### src/rtl/man_rx_pkg.sv
package man_rx_pkg;

  typedef enum logic [2:0] {
    ST_HUNT  = 3'd0,
    ST_PRE   = 3'd1,
    ST_START = 3'd2,
    ST_DATA  = 3'd3,
    ST_STOP  = 3'd4
  } rx_state_t;

  typedef enum logic [1:0] {
    PRE_ONES  = 2'd0,
    PRE_ZEROS = 2'd1,
    PRE_ZO    = 2'd2,
    PRE_OZ    = 2'd3
  } pre_kind_t;

  // expected preamble bit for a given pattern, at an even or odd position
  function automatic logic pre_expect(pre_kind_t kind, logic odd);
    case (kind)
      PRE_ONES:  pre_expect = 1'b1;
      PRE_ZEROS: pre_expect = 1'b0;
      PRE_ZO:    pre_expect = odd;
      default:   pre_expect = ~odd;
    endcase
  endfunction

endpackage

### src/rtl/man_rx_sync.sv
module man_rx_sync #(
  parameter int STAGES = 2
) (
  input  logic clk,
  input  logic rst,
  input  logic d_i,
  output logic q_o
);
  logic [STAGES-1:0] chain;

  generate
    if (STAGES == 1) begin : g_one
      always_ff @(posedge clk) begin
        if (rst) chain <= '0;
        else     chain <= d_i;
      end
    end else begin : g_many
      always_ff @(posedge clk) begin
        if (rst) chain <= '0;
        else     chain <= {chain[STAGES-2:0], d_i};
      end
    end
  endgenerate

  assign q_o = chain[STAGES-1];
endmodule

### src/rtl/man_rx_phase.sv
module man_rx_phase #(
  parameter int OVS = 16
) (
  input  logic clk,
  input  logic rst,
  input  logic tick_i,
  input  logic line_i,
  input  logic pol_i,
  input  logic drift_i,
  input  logic locked_i,
  output logic bit_stb_o,
  output logic bit_val_o,
  output logic miss_o
);
  localparam int PW = $clog2(OVS);
  localparam logic [PW-1:0] PH_LAST   = PW'(OVS - 1);
  localparam logic [PW-1:0] PH_RESYNC = PW'(OVS / 2 + 1);
  localparam logic [PW-1:0] WIN_LO    = PW'(OVS / 4);
  localparam logic [PW-1:0] WIN_HI    = PW'((3 * OVS) / 4);
  localparam logic [PW-1:0] WIN_CLR   = PW'((3 * OVS) / 4 + 1);

  logic          smp;
  logic [PW-1:0] ph;
  logic          seen;
  logic          edge_s, in_win, take;

  always_comb begin
    edge_s = tick_i && (line_i != smp);
    in_win = (ph >= WIN_LO) && (ph <= WIN_HI);
    take   = edge_s && (!locked_i || (in_win && !seen));
  end

  assign bit_stb_o = take;
  assign bit_val_o = ~line_i ^ pol_i;
  assign miss_o    = tick_i && locked_i && (ph == WIN_HI) && !seen && !take;

  always_ff @(posedge clk) begin
    if (rst) begin
      smp  <= 1'b0;
      ph   <= '0;
      seen <= 1'b0;
    end else if (tick_i) begin
      smp <= line_i;
      if (take && (!locked_i || drift_i)) ph <= PH_RESYNC;
      else if (ph == PH_LAST)             ph <= '0;
      else                                ph <= ph + 1'b1;
      if (take)                 seen <= 1'b1;
      else if (ph == WIN_CLR)   seen <= 1'b0;
    end
  end
endmodule

### src/rtl/man_rx_frame.sv
module man_rx_frame
  import man_rx_pkg::*;
#(
  parameter int DATA_W = 8,
  parameter int PLEN_W = 4
) (
  input  logic              clk,
  input  logic              rst,
  input  logic              bit_stb_i,
  input  logic              bit_val_i,
  input  logic              miss_i,
  input  logic [1:0]        kind_i,
  input  logic [PLEN_W-1:0] plen_i,
  output logic              locked_o,
  output logic [DATA_W-1:0] data_o,
  output logic              valid_o,
  output logic              stop_bad_o,
  output logic              code_err_o
);
  localparam int CW = (DATA_W > 1) ? $clog2(DATA_W) : 1;
  localparam logic [CW-1:0] LAST_IDX = CW'(DATA_W - 1);

  rx_state_t         st;
  logic [PLEN_W-1:0] pcnt, pidx, pnext;
  logic [CW-1:0]     dcnt;
  logic [DATA_W-1:0] shreg;
  logic              exp_b, pre_ok;

  always_comb begin
    pidx   = (st == ST_HUNT) ? '0 : pcnt;
    pnext  = pidx + 1'b1;
    exp_b  = pre_expect(pre_kind_t'(kind_i), pidx[0]);
    pre_ok = (bit_val_i == exp_b);
  end

  assign locked_o = (st != ST_HUNT);

  always_ff @(posedge clk) begin
    if (rst) begin
      st         <= ST_HUNT;
      pcnt       <= '0;
      dcnt       <= '0;
      shreg      <= '0;
      data_o     <= '0;
      valid_o    <= 1'b0;
      stop_bad_o <= 1'b0;
      code_err_o <= 1'b0;
    end else begin
      valid_o    <= 1'b0;
      stop_bad_o <= 1'b0;
      code_err_o <= 1'b0;
      if (bit_stb_i) begin
        case (st)
          ST_HUNT: begin
            if (plen_i == '0) begin
              if (!bit_val_i) begin
                st   <= ST_DATA;
                dcnt <= '0;
              end
            end else if (pre_ok) begin
              pcnt <= pnext;
              st   <= (pnext == plen_i) ? ST_START : ST_PRE;
            end
          end
          ST_PRE: begin
            if (pre_ok) begin
              pcnt <= pnext;
              if (pnext == plen_i) st <= ST_START;
            end else begin
              st <= ST_HUNT;
            end
          end
          ST_START: begin
            st   <= bit_val_i ? ST_HUNT : ST_DATA;
            dcnt <= '0;
          end
          ST_DATA: begin
            shreg <= {bit_val_i, shreg[DATA_W-1:1]};
            dcnt  <= dcnt + 1'b1;
            if (dcnt == LAST_IDX) st <= ST_STOP;
          end
          ST_STOP: begin
            data_o     <= shreg;
            valid_o    <= 1'b1;
            stop_bad_o <= !bit_val_i;
            st         <= ST_HUNT;
          end
          default: st <= ST_HUNT;
        endcase
      end else if (miss_i) begin
        if (st == ST_DATA || st == ST_STOP) code_err_o <= 1'b1;
        st <= ST_HUNT;
      end
    end
  end
endmodule

### src/rtl/man_rx.sv
module man_rx #(
  parameter int OVS    = 16,
  parameter int DATA_W = 8,
  parameter int PLEN_W = 4,
  parameter int SYNC_N = 2
) (
  input  logic              clk,
  input  logic              rst,
  input  logic              line_i,
  input  logic              tick16_i,
  input  logic              pol_i,
  input  logic [1:0]        pre_kind_i,
  input  logic [PLEN_W-1:0] pre_len_i,
  input  logic              drift_en_i,
  output logic [DATA_W-1:0] byte_o,
  output logic              byte_vld_o,
  output logic              stop_bad_o,
  output logic              code_err_o
);
  logic line_s, bit_stb, bit_val, miss, locked;

  man_rx_sync #(.STAGES(SYNC_N)) u_sync (
    .clk (clk),
    .rst (rst),
    .d_i (line_i),
    .q_o (line_s)
  );

  man_rx_phase #(.OVS(OVS)) u_phase (
    .clk       (clk),
    .rst       (rst),
    .tick_i    (tick16_i),
    .line_i    (line_s),
    .pol_i     (pol_i),
    .drift_i   (drift_en_i),
    .locked_i  (locked),
    .bit_stb_o (bit_stb),
    .bit_val_o (bit_val),
    .miss_o    (miss)
  );

  man_rx_frame #(.DATA_W(DATA_W), .PLEN_W(PLEN_W)) u_frame (
    .clk        (clk),
    .rst        (rst),
    .bit_stb_i  (bit_stb),
    .bit_val_i  (bit_val),
    .miss_i     (miss),
    .kind_i     (pre_kind_i),
    .plen_i     (pre_len_i),
    .locked_o   (locked),
    .data_o     (byte_o),
    .valid_o    (byte_vld_o),
    .stop_bad_o (stop_bad_o),
    .code_err_o (code_err_o)
  );
endmodule

### config.mk
export PLATFORM = sky130hd
export DESIGN_NAME = man_rx
export DESIGN_NICKNAME = d
export VERILOG_FILES = /design/src/rtl/man_rx_pkg.sv /design/src/rtl/man_rx_sync.sv /design/src/rtl/man_rx_phase.sv /design/src/rtl/man_rx_frame.sv /design/src/rtl/man_rx.sv
export SDC_FILE = /design/constraint.sdc
export NUM_CORES = 1
export LEC_CHECK = 0
export CAP_MARGIN = 20
export CORE_MARGIN = 2
export CORE_UTILIZATION = 40
export CTS_BUF_LIST = sky130_fd_sc_hd__clkbuf_8
export DETAILED_ROUTE_END_ITERATION = 8
export DONT_BUFFER_PORTS = 1
export GPL_TIMING_DRIVEN = 0
export PLACE_DENSITY = 0.53
export SLEW_MARGIN = 20
export SYNTH_ARGS = -nofsm -noshare
export SYNTH_HDL_FRONTEND = slang
export SYNTH_SLANG_ARGS = --single-unit
### constraint.sdc
create_clock -name clk -period 7.7 [get_ports clk]
set_input_delay 0 -clock clk [delete_from_list [all_inputs] [get_ports clk]]
set_output_delay 0 -clock clk [all_outputs]
set_load 0.01 [all_outputs]
# Yosys cells after proc, flatten, opt, wreduce, memory -nomap -nowiden
# Cells that the tools add are included.
[word_totals] inputBits=12 reg_bits=37 wordCells=101 output_inout_bits=11
[op_classes] n_eq_ne=20 n_bitwise=6 n_reduce_logical=33 order_cmp=2 mux=25 n_addsub=3
[ops] operator="2-to-1 mux 3 bit" count=10
[ops] operator="2-to-1 mux 4 bit" count=5
[ops] operator="== test 4 bit, second input constant" count=3
[ops] operator="case mux 3 bit (4 select lines)" count=1
[ops] operator="logical AND 1 bit" count=9
[ops] operator="case mux 3 bit (3 select lines)" count=1
[ops] operator="adder 4 x 1 -> 4 bit, second input constant" count=2
[ops] operator="inequality test 4 bit, second input constant" count=2
[ops] operator="case mux 4 bit (2 select lines)" count=1
[ops] operator="== test 3 x 2 -> 1 bit, second input constant" count=2
[ops] operator="== test 3 bit, second input constant" count=2
[ops] operator="inequality test 2 bit, second input constant" count=3
[ops] operator="AND reduction 2 bit" count=3
[ops] operator="nonzero test 2 bit" count=3
[ops] operator="nonzero test 3 bit" count=2
[ops] operator="OR reduction 3 bit" count=2
[ops] operator="inverter 1 bit" count=5
[ops] operator="AND reduction 5 bit" count=1
[ops] operator="== test 4 bit" count=1
[ops] operator=">= comparator 4 x 3 -> 1 bit, second input constant" count=1
[ops] operator="less-or-equal comparator 4 bit, second input constant" count=1
[ops] operator="logical NOT 1 bit" count=4
[ops] operator="logical NOT 4 bit" count=1
[ops] operator="2-to-1 mux 1 bit" count=4
[ops] operator="other kinds (17)" count=20

# Longest topological paths before layout
[depth] word_depth=9 ltp_mapped=9 mapped_depth_nobuf=8

# Cells and area by module
# Synthesis repeated with hierarchy kept, for this count alone.
[hier_totals] hier_cells=236 hier_area_um2=1936.9
[by_module_without_submodules] module="man_rx_frame" area_each_um2=1500.2 cells_per_inst=187 instances=1
[by_module_without_submodules] module="man_rx_phase" area_each_um2=384.1 cells_per_inst=45 instances=1
[by_module_without_submodules] module="man_rx_sync" area_each_um2=52.6 cells_per_inst=4 instances=1

# Least setup slack after synthesis
# Ideal clock, no wire load.
[synth_path] path_kind="register to register" startpoint="register u_frame.st[2]" endpoint="register u_frame.st[2]" synth_period_minus_slack_ns=2.766 stages_incl_launch_ff=9 slack_ns=4.934 n_path_buf=1 arrival_ns=2.645 required_time_ns=7.579 path_cell_list="dfxtp_1 clkbuf_1 or3_1 and2_1 ha_1 xor2_1 a2111o_1 a211oi_4 mux2_4"
[synth_rtl] item="start: declaration" line_no="man_rx_frame.sv:23" rtl="rx_state_t st;"
[synth_rtl] item="start signal: assignment" line_no="man_rx_frame.sv:62" rtl="st <= (pnext == plen_i) ? ST_START : ST_PRE;"
[synth_rtl] item="start signal: assignment" line_no="man_rx_frame.sv:74" rtl="st <= bit_val_i ? ST_HUNT : ST_DATA;"
[synth_rtl] item="logical NOT 3 bit" line_no="man_rx_frame.sv:30" rtl="pidx = (st == ST_HUNT) ? '0 : pcnt;"
[synth_rtl] item="2-to-1 mux 4 bit" line_no="man_rx_frame.sv:30"
[synth_rtl] item="adder 4 x 1 -> 4 bit" line_no="man_rx_frame.sv:31" rtl="pnext = pidx + 1'b1;"
[synth_rtl] item="via u_frame.pnext[1]" line_no="man_rx_frame.sv:24" rtl="logic [PLEN_W-1:0] pcnt, pidx, pnext;"
[synth_rtl] item="== test 4 bit" line_no="man_rx_frame.sv:68" rtl="if (pnext == plen_i) st <= ST_START;"
[synth_rtl] item="inequality test 4 bit (no line)"
[synth_rtl] item="AND reduction 5 bit (no line)"
# The timed path passes the listed nets, and every way through them passes these cells.
# A chain may end at the register's enable or synchronous reset.

# Worst setup path in the final report
# Same ends and word-level chain as after synthesis.

==> impl_metrics.yaml <==
status:
  outcome: "complete, no violations"
power_and_ir_drop:
  p_leak_nw: 0.886
  peakVddDrop_mv: 0.161
  power_frac_seq_pct: 49.5
  p_sw_uw: 85.3
  power.density_nw_per_um2: 184
  p_int_uw: 312
  pwr-share-comb_pct: 7.5
  p_total_uw: 397
  clockPowerShare_pct: 43.1
  switching_share_pct: 21.5
yosys:
  synth_top_family_by_area: "simple AND/OR/NAND/NOR gates"
  yosysTopAreaCellShare_pct: 38.2
  synth_fp_nets: 229
  synth.area.mux_share_pct: 11.7
  synth_enable_flop_cells: 0
  ys_warn_count: 0
  ys_types: 48
  syn_inst: 211
  async_flop_share_pct: 0
  avgSynthCellArea_um2: 9.18
  yosysTopAreaCell: "dfxtp_1"
  syn-cell-area_um2: 1940
  synth_compound_area_share_pct: 16.0
  yosys-top-cells-area: "dfxtp_1, mux2i_1, nor2_1"
  synthSimpleGateAreaFrac_pct: 20.0
  synthAdderAreaFrac_pct: 3.88
  synth_top_flop_cell: "dfxtp_1"
  synth-xor-area-share_pct: 5.68
  ys_seq_elements: 37
  seq_area_frac_synth_pct: 38.2
global_route:
  grt_util_all_layers_pct: 17.1
  grt_overflow: 0
  grt_pass1_vias: 1560
  met3_usage_pct: 3.43
  grtUsageMet2_pct: 28.1
  use_met1_pct: 21.7
  grt_pass1_wl_um: 7180
  grt_max_degree: 13
  grt-busiest-layer: "met2"
  grt_antenna_before_repair: 0
cells_and_area:
  final_util_pct: 45.9
  stdcell_area_um2: 2150
  drive_above_1_share_pct: 9.46
  area_delta_synth_final_pct: 11.2
  diodes: 0
  nets: 239
place:
  place_area_um2: 2000
  place_congestion: 0.848
  pre_cts_ws_ns: 4.62
  dp_hpwl_um: 3260
  io_buffers: 0
die:
  fp.dieW_um: 73.6
  rows: 25
  pin_count: 23
  core_area_um2: 4690
  dieHeight_um: 73.6
  fp.dieArea_um2: 5410
  start_util_pct: 41.3
clock_network:
  cts_tree: "yes"
  clock_tree.root_cell: "clkbuf_8"
  cts_resized: 0
  clk_pin_slew_ns: 0.07
  post-cts-setup-buffers: 0
  cts_buffers: 5
  clock_path_buffers: 2
  clk_latency_ns: 0.28
  clock_sinks: 37
  cts_max_level: 2
critical_path:
  crit_start: "u_frame.st[2]$_SDFFE_PP0P_"
  cp_slowest_cell: "or3_1"
  path_class: "reg2reg"
  required_ns: 7.88
  critPathLaunchType: "flip-flop"
  reg2reg_setup_slack_ns: 4.59
  crit_chain: "clkbuf_1 > or3_1 > and2_1 > ha_1 > xor2_1 > a2111o_1 > a211oi_4 > mux2_4"
  arrival_ns: 3.29
  critPathCaptureType: "flip-flop"
  r2r_cells: 8
  r2r_end: "u_frame.st[2]$_SDFFE_PP0P_"
  critPathMaxStageDelay_ns: 0.54
  r2r_start: "u_frame.st[2]$_SDFFE_PP0P_"
  path_max_fanout: 10
timing:
  setup_violations: 0
  skew_ns: 0.00494
  finalMaxSlewViolations: 0
  hold_violations: 0
  rsz0062_at_grt: "false"
  period_needed_ns: 3.11
  fmax_ghz: 0.321
  setup_tns_ns: 0
  relSlewSlack_pct: 34.1
  post-route-period-util_pct: 40.4
  timing.final.ws_setup_ns: 4.59
  worstMarginPinSlew_ns: 0.981
detailed_routing:
  viasPerCell: 5.75
  finalWirelength_um: 4350
  antenna_left: 0
  drt_iter0_markers: 46
  dr.pass1.iters: 4
  drt-wirelength-per-cell_um: 15.8
  vias: 1588
  route.detailed.drc: 0
flow_run:
  max_cap_viol_count: 0
hold_path:
  whs_path_depth: 2
  min_from: "pol_i"
  holdPathEnd: "u_frame.stop_bad_o$_SDFF_PP0_"
  hp-class: "in2reg"
state kept, by name, indices dropped and copies added, names as in the netlist:
register,cells
u_frame.data_o,8
u_frame.shreg,8
u_frame.pcnt,4
u_phase.ph,4
u_frame.dcnt,3
u_frame.st,3
u_sync.chain,2
u_frame.code_err_o,1
u_frame.stop_bad_o,1
u_frame.valid_o,1
u_phase.seen,1
u_phase.smp,1
worst max-delay path by stage:
stage | slack [ns] | cells past startpoint | endpoint
after CTS | 4.61 | 8 | u_frame.st[2]$_SDFFE_PP0P_
after global routing | 4.48 | 9 | u_frame.st[2]$_SDFFE_PP0P_
after global placement | 4.67 | 8 | u_frame.st[2]$_SDFFE_PP0P_
after floorplan | 4.93 | 8 | u_frame.st[2]$_SDFFE_PP0P_
final | 4.59 | 8 | u_frame.st[2]$_SDFFE_PP0P_
after detailed placement | 4.62 | 8 | u_frame.st[2]$_SDFFE_PP0P_
power groups by stage:
stage	Sequential (mW)	Clock [mW]	Combinational (mW)
2_1_floorplan	0.200	0	0.0225
3_3_place_gp	0.201	0	0.0275
3_5_place_dp	0.201	0	0.0284
4_1_cts	0.196	0.177	0.0297
5_1_grt	0.197	0.186	0.0328
6_report	0.196	0.171	0.0296
layout by cell type (no fill, tap or decap), types with 2 or more instances in the layout:
cell,synthesis,layout
dlygate4sd3_1,0,3
and4b_1,3,3
mux2i_1,20,20
nand4_1,2,2
nand3b_1,2,2
clkbuf_1,8,8
o31ai_1,4,4
or4_1,2,2
a22oi_1,2,2
o221a_2,3,3
xor2_1,6,6
nand2_1,7,7
buf_2,4,4
o211ai_1,2,2
nor3_1,6,6
clkbuf_8,0,6
o32ai_1,3,3
a21oi_1,7,7
a31oi_1,2,2
dfxtp_1,37,37
and2_1,2,2
nor2_1,30,30
and3b_1,2,2
nand3_1,3,3
o21ai_0,7,7
a41oi_1,2,2
xnor2_1,4,4
inv_1,10,10
ha_1,6,6
nor2b_1,5,5
worst max-delay path, delay by kind of cell (launching register included):
kind	cells	cell delay, ns
adders and majority gates	1	0.32
DFF	1	0.35
buffers and inverters	1	0.22
AOI/OAI and AO/OA	2	0.83
and+or+nand+nor	2	0.75
muxes	1	0.33
xor gates and xnor gates	1	0.20
metal layers:
| metal | share of wire [%] | vias up |
|---|---|---|
| met5 | 0 | - |
| met4 | 1.3 | 0 |
| met3 | 5.1 | 6 |
| met2 | 47 | 31 |
| met1 | 46 | 769 |
| li1 | - | 782 |
timing repair:
| action | 4_1_cts | 5_1_grt |
|---|---|---|
| hold buffers | 3 | 0 |
| setup endpoints to repair | 0 | 0 |
| endpoints found under the hold margin | 3 | 0 |
stage by stage:
stage	hold slack, ns	std cells
CTS	0.0706	276
global route	0.0741	276
floorplan	0.128	211
global placement	0.136	265
finish	0.0667	276
detailed placement	0.136	265
Yosys cell counts, types with 2 or more instances:
cell,count
nand3b_1,2
a31oi_1,2
inv_1,10
dfxtp_1,37
ha_1,6
o21ai_0,7
mux2i_1,20
and2_1,2
xnor2_1,4
nor3_1,6
nand2_1,7
nand3_1,3
o211ai_1,2
o31ai_1,4
a21oi_1,7
a41oi_1,2
clkbuf_1,8
o221a_2,3
and4b_1,3
nor2_1,30
nor2b_1,5
o32ai_1,3
xor2_1,6
nand4_1,2
and3b_1,2
buf_2,4
or4_1,2
a22oi_1,2
area by class of cell:
cell class	count	area [um2]
flip-flops and latches	37	741
clock buffers	6	82.6
fillers	472	2540
well taps	54	67.6
repair buffers	3	30.0
multi-input cells	152	1110
inverters	10	37.5
plain buffers	12	50.0
clock inverters	2	37.5
kinds of logic (layout without fill, tap and decap cells):
logic type	Yosys count	in the layout
flip-flops	37	37
AO/OA/AOI/OAI	41	41
multiplexers	22	22
AND/OR/NAND/NOR	72	72
XOR/XNOR	11	11
adder cells (fa/ha/maj)	6	6
buffers and inverters	22	33
No activity file was read; power rests on OpenSTA's default activity.
